### src/rtl/pwm_phase.sv
module pwm_phase #(
  parameter int SW = 16,
  parameter int TW = 8
) (
  input  logic        clk,
  input  logic        rst_n,
  input  logic        wr_en,
  input  logic [31:0] wr_data,
  output logic [31:0] rd_data,
  output logic        pwm_out
);
  localparam int EN_BIT  = 31;
  localparam int UPD_BIT = 30;
  localparam int RSV_W   = UPD_BIT - SW - TW;

  logic          en, pend;
  logic [SW-1:0] sh_step, act_step, acc;
  logic [TW-1:0] sh_thr, act_thr;
  logic [SW:0]   sum;

  assign sum = {1'b0, acc} + {1'b0, act_step};

  wire wrap        = en & sum[SW];
  wire wr_upd      = wr_en & wr_data[UPD_BIT];
  wire load_direct = wr_upd & ~en;
  wire apply       = pend & (wrap | ~en);

  always_ff @(posedge clk) begin
    if (!rst_n) begin
      en       <= 1'b0;
      pend     <= 1'b0;
      sh_step  <= '0;
      sh_thr   <= '0;
      act_step <= '0;
      act_thr  <= '0;
      acc      <= '0;
    end else begin
      if (wr_en) begin
        en      <= wr_data[EN_BIT];
        sh_step <= wr_data[TW +: SW];
        sh_thr  <= wr_data[TW-1:0];
      end
      if (load_direct) begin
        act_step <= wr_data[TW +: SW];
        act_thr  <= wr_data[TW-1:0];
      end else if (apply) begin
        act_step <= sh_step;
        act_thr  <= sh_thr;
      end
      if (wr_upd && en)
        pend <= 1'b1;
      else if (apply)
        pend <= 1'b0;
      acc <= en ? sum[SW-1:0] : '0;
    end
  end

  assign pwm_out = en & (acc[SW-1 -: TW] >= act_thr);
  assign rd_data = {en, pend, {RSV_W{1'b0}}, sh_step, sh_thr};

endmodule


### config.mk
export PLATFORM = sky130hd
export DESIGN_NAME = pwm_phase
export DESIGN_NICKNAME = d
export VERILOG_FILES = /design/src/rtl/pwm_phase.sv
export SDC_FILE = /design/constraint.sdc
export NUM_CORES = 1
export LEC_CHECK = 0
export ABC_AREA = 1
export BUFFER_PORTS_ARGS = -buffer_cell sky130_fd_sc_hd__buf_4
export CORE_MARGIN = 5
export CORE_UTILIZATION = 60
export DETAILED_ROUTE_END_ITERATION = 16
export PLACE_DENSITY_LB_ADDON = 0.3
export SLEW_MARGIN = 20
export SYNTH_ARGS = -nofsm -noshare
export SYNTH_HDL_FRONTEND = slang
export SYNTH_SLANG_ARGS = --single-unit
### constraint.sdc
create_clock -name clk -period 4.78 [get_ports clk]
set_clock_uncertainty 0.2 [all_clocks]
set_input_delay 0.956 -clock clk [delete_from_list [all_inputs] [get_ports clk]]
set_output_delay 0.956 -clock clk [all_outputs]
set_load 0.05 [all_outputs]
# Word level (Yosys, flattened, before mapping)

Cells that the tools add are included.
W data, S select, Z words.

Memory bits (writable): 0
Memory bits (read-only): 0
Bits in latches: 0
Input bits: 35
Logic and storage cells: 26
Memories kept: 0
Bits in registers: 66

Muxes and demuxes: 6
Multiply operators: 0
Reductions and logical operators: 4
Shift-type cells: 0
Bitwise operators: 7
$lt $le $gt $ge: 1
Divide/modulo/power cells: 0
Equality and inequality tests: 0
Add/sub/neg operators: 1

Operators by type and width:

| kind                | number |
|---|---|
| $mux W16            | 2 |
| $add A16 B16 Y17    | 1 |
| $mux W8             | 2 |
| $ge A8 B8 Y1        | 1 |
| $and A1 B1 Y1       | 5 |
| $reduce_bool A2 Y1  | 2 |
| $mux W1             | 2 |
| $reduce_and A2 Y1   | 1 |
| $logic_and A1 B1 Y1 | 1 |
| $not A1 Y1          | 1 |
| $or A1 B1 Y1        | 1 |

# Depth between registers and ports, before layout

Depth in word-level cells: 6
Gate-level depth with buffers: 13
Mapped depth without buffers: 12

# Worst setup path after synthesis

OpenSTA, ideal clock, no wires.

Path kind: reg-to-output
Start: register act_thr[7]
End: output pwm_out
Data arrival time: 1.340 ns
Stages on the path, launching flop included: 9
Path slack: 2.284 ns
Cells stage by stage: dfxtp_1 > inv_1 > ha_1 > nand2_1 > nor2_1 > nand4_1 > o2111ai_1 > nand2_1 > inv_1

Word-level cells in the longest chain between the ends: 2

Ends and longest elaborated chain:

| what                     | RTL line | text |
|---|---|---|
| start: declaration       | 18       | `logic [TW-1:0] sh_thr, act_thr;` |
| start signal: assignment | 45       | `act_thr <= wr_data[TW-1:0];` |
| start signal: assignment | 48       | `act_thr <= sh_thr;` |
| $ge A8 B8 Y1             | 58       | `assign pwm_out = en & (acc[SW-1 -: TW] >= act_thr);` |
| $and A1 B1 Y1            | 58       |  |
| end: declaration         | 10       | `output logic pwm_out` |

No other way between the ends.

# Final worst setup path

Start: register act_thr[3]
End: output pwm_out

Same word-level chain as after synthesis.

==> impl_metrics.json <==
{
  "die_h_um": 88.1,
  "wirelength_um": 8290,
  "final_antenna_net_count": 0,
  "drive_gt1_share_pct": 14.4,
  "clock-root-buffer": "clkbuf_8",
  "crit_required_ps": 3620,
  "rsz0062_at_grt": "no",
  "io_pins": 68,
  "power_density_nw_per_um2": 332,
  "ys_types": 32,
  "route.detailed.drc": 0,
  "status": "finished, final reports clean",
  "seqPwrFrac_pct": 43.2,
  "cts_tree": "done",
  "port_buffers": 55,
  "via_per_inst": 5.20,
  "slew_headroom_pct": 58.7,
  "drt_iter0_markers": 157,
  "maxSlewViolCount": 0,
  "synthArstFlopShare_pct": 0,
  "postSynthAreaPerCell_um2": 6.89,
  "muxShareOfSynthArea_pct": 0,
  "h-tree-depth": 3,
  "worstHoldStart": "sh_step[12]",
  "p_sw_share_pct": 30.1,
  "ys_seq_elements": 66,
  "holdCritPathClass": "reg -> reg",
  "clkSlewWorstSetupHoldPaths_ps": 70,
  "r2r_cells": 12,
  "cts_sinks": 66,
  "power.switching_uw": 423,
  "clk_latency_ps": 340,
  "grt_pass1_vias": 3054,
  "clock_path_buffers": 2,
  "cts_made_buffers": 9,
  "p_comb_share_pct": 19.5,
  "fp.dieW_um": 88.1,
  "die-area_um2": 7760,
  "whs_endpoint": "sh_step[12]",
  "start_util_pct": 61.8,
  "grt_pass1_wl_um": 13800,
  "core_area_um2": 5920,
  "n_antenna_cell": 0,
  "critPathLaunchType": "flip-flop",
  "antenna_found_initial": 0,
  "reg2reg_from": "act_step[0]",
  "synth-edff-count": 0,
  "crit_fanout": 2,
  "cts-hold-fix-buffers": 0,
  "finalCritPeriodShare_pct": 61.4,
  "rrSetupSlack_ps": 2220,
  "yosys.area_share.simple_pct": 24.0,
  "p_clk_share_pct": 37.3,
  "globalRouteTotalUtil_pct": 22.6,
  "setup_viol": 0,
  "crit_type": "reg -> out",
  "p_leak_uw": 0.00215,
  "final-hold-violation-count": 0,
  "tightest_slew_ps": 619,
  "gp_congestion": 0.881,
  "synth_seq_area_share_pct": 36.1,
  "grt_max_degree": 51,
  "area_growth_pct": 15.3,
  "cts_setup_buffers": 0,
  "synth_top_family_by_area": "simple AND/OR/NAND/NOR gates",
  "synth_fa_ha_area_share_pct": 8.76,
  "synth_xor_area_share_pct": 0.239,
  "nets": 632,
  "maxCapViolations": 0,
  "synth_compound_area_share_pct": 19.0,
  "internal_power_uw": 979,
  "syn_area_um2": 3660,
  "rows": 28,
  "drt-pass1-iter-count": 6,
  "grt_overflow_total": 0,
  "power.total_uw": 1400,
  "synth_flop_cell": "dfxtp_1",
  "hold_depth": 2,
  "ctsResizeCount": 0,
  "fmax_ghz": 0.341,
  "via_count": 3390,
  "dp_hpwl_um": 6080,
  "vdd_ir_drop_max_v": 0.000234,
  "cp-end-kind": "output port",
  "r2r_end": "act_step[0]",
  "period_minus_slack_ps": 2930,
  "wl_per_cell_um": 12.7,
  "cp.arrival_ps": 1780,
  "netlist_instances": 531,
  "synth-warning-count": 0,
  "finalSetupTns_ps": 0
}
[critical path, stage by stage, from the launching register on]
cell and delay (ps):
dfxtp_1 340, inv_1 50, ha_1 280, nand2_1 70
o21ai_0 190, nand2_1 90, o2111ai_1 80, nand2_1 80
inv_1 70, buf_4 190
[per-layer routing]
| metal | vias up | part of all wire [%] | GRT usage [%] |
|---|---|---|---|
| li1 | 1783 | - | - |
| met1 | 1494 | 47 | 31.1 |
| met2 | 101 | 45 | 34.8 |
| met3 | 12 | 6.0 | 4.33 |
| met4 | 0 | 1.7 | 9.48 |
| met5 | - | 0 | 0 |
[per-stage QoR]
step / instance area [um^2] / setup slack [ps] / instances / util (%) / hold WS, ps
after detailed placement: 4000 / 2090 / 636 / 67.5 / 264
after global routing: 4220 / 1710 / 652 / 71.2 / 296
final: 4220 / 1850 / 652 / 71.2 / 275
after global placement: 4000 / 2100 / 636 / 67.5 / 260
after CTS: 4220 / 1830 / 652 / 71.2 / 278
after floorplan: 3680 / 2280 / 536 / - / 252
[Yosys cell counts, types with 2 or more instances]
cell type | count | share of area (%)
buf_1 | 2 | 0.21
nand2_2 | 6 | 1.0
nor2_1 | 62 | 6.4
buf_4 | 10 | 2.1
buf_2 | 6 | 0.82
a21oi_1 | 63 | 8.6
ha_1 | 24 | 8.2
o21a_1 | 2 | 0.41
o21ai_1 | 12 | 1.6
nand3_1 | 22 | 3.0
dfxtp_1 | 66 | 36
o21bai_1 | 2 | 0.41
a21o_1 | 2 | 0.41
inv_1 | 63 | 6.5
clkbuf_1 | 9 | 0.92
nor3_1 | 2 | 0.27
buf_6 | 4 | 1.2
nand3b_1 | 2 | 0.41
o21ai_0 | 48 | 6.6
nand2_1 | 112 | 11
[flip-flops by register name, summed over array words and instances (netlist names)]
register	cells
act_step	16
en	1
pend	1
sh_thr	8
sh_step	16
acc	16
act_thr	8
[placed cells by master (no fill, tap or decap)]
cell type	Yosys	routed
nand2_1	112	112
dfxtp_1	66	66
inv_1	63	63
a21oi_1	63	63
nor2_1	62	62
buf_4	10	56
o21ai_0	48	48
ha_1	24	24
nand3_1	22	22
o21ai_1	12	12
clkbuf_8	0	10
nand2_2	6	6
conb_1	1	6
o21a_1	2	2
o21bai_1	2	2
nand3b_1	2	2
a21o_1	2	2
nor3_1	2	2
bufinv_16	0	2
clkinv_2	0	2
nand4_1	1	1
o2111ai_1	1	1
xnor2_1	1	1
or2_1	1	1
a21oi_2	1	1
inv_2	1	1
nor3_2	1	1
a21oi_4	1	1
nand3_4	1	1
nand2_4	1	1
fa_1	1	1
clkbuf_1	9	1
clkinvlp_4	0	1
[area by class of cell]
type | instances | area [um^2]
flip-flops and latches | 66 | 1320
repair buffers | 56 | 420
clock inverters | 5 | 77.6
fillers | 503 | 1700
inverters | 64 | 240
clock buffers | 11 | 141
multi-input cells | 375 | 1920
well taps | 75 | 93.8
[worst max path at each step]
| stage | start | to | slack [ps] | depth (start not counted) |
|---|---|---|---|---|
| 4_1_cts | act_thr[3] | pwm_out | 1830 | 9 |
| 5_1_grt | act_thr[7] | pwm_out | 1710 | 9 |
| 3_3_place_gp | wr_en | act_step[12] | 2100 | 8 |
| 2_1_floorplan | act_thr[7] | pwm_out | 2280 | 8 |
| 3_5_place_dp | wr_en | act_step[12] | 2090 | 8 |
| 6_report | act_thr[3] | pwm_out | 1850 | 9 |
[cell families after synthesis]
logic type | count (synthesis)
AOI/OAI and AO/OA | 132
xor gates and xnor gates | 1
adders and majority gates | 25
buffers and inverters | 95
DFF | 66
other | 1
and+or+nand+nor | 211
[power groups by stage]
stage          combinational (uW)  clock (uW)  sequential, uW
2_1_floorplan                 162           0             660
3_3_place_gp                  264           0             617
3_5_place_dp                  271           0             618
4_1_cts                       272         532             606
5_1_grt                       303         554             609
6_report                      273         523             606
(Power assumes the default switching activity.)
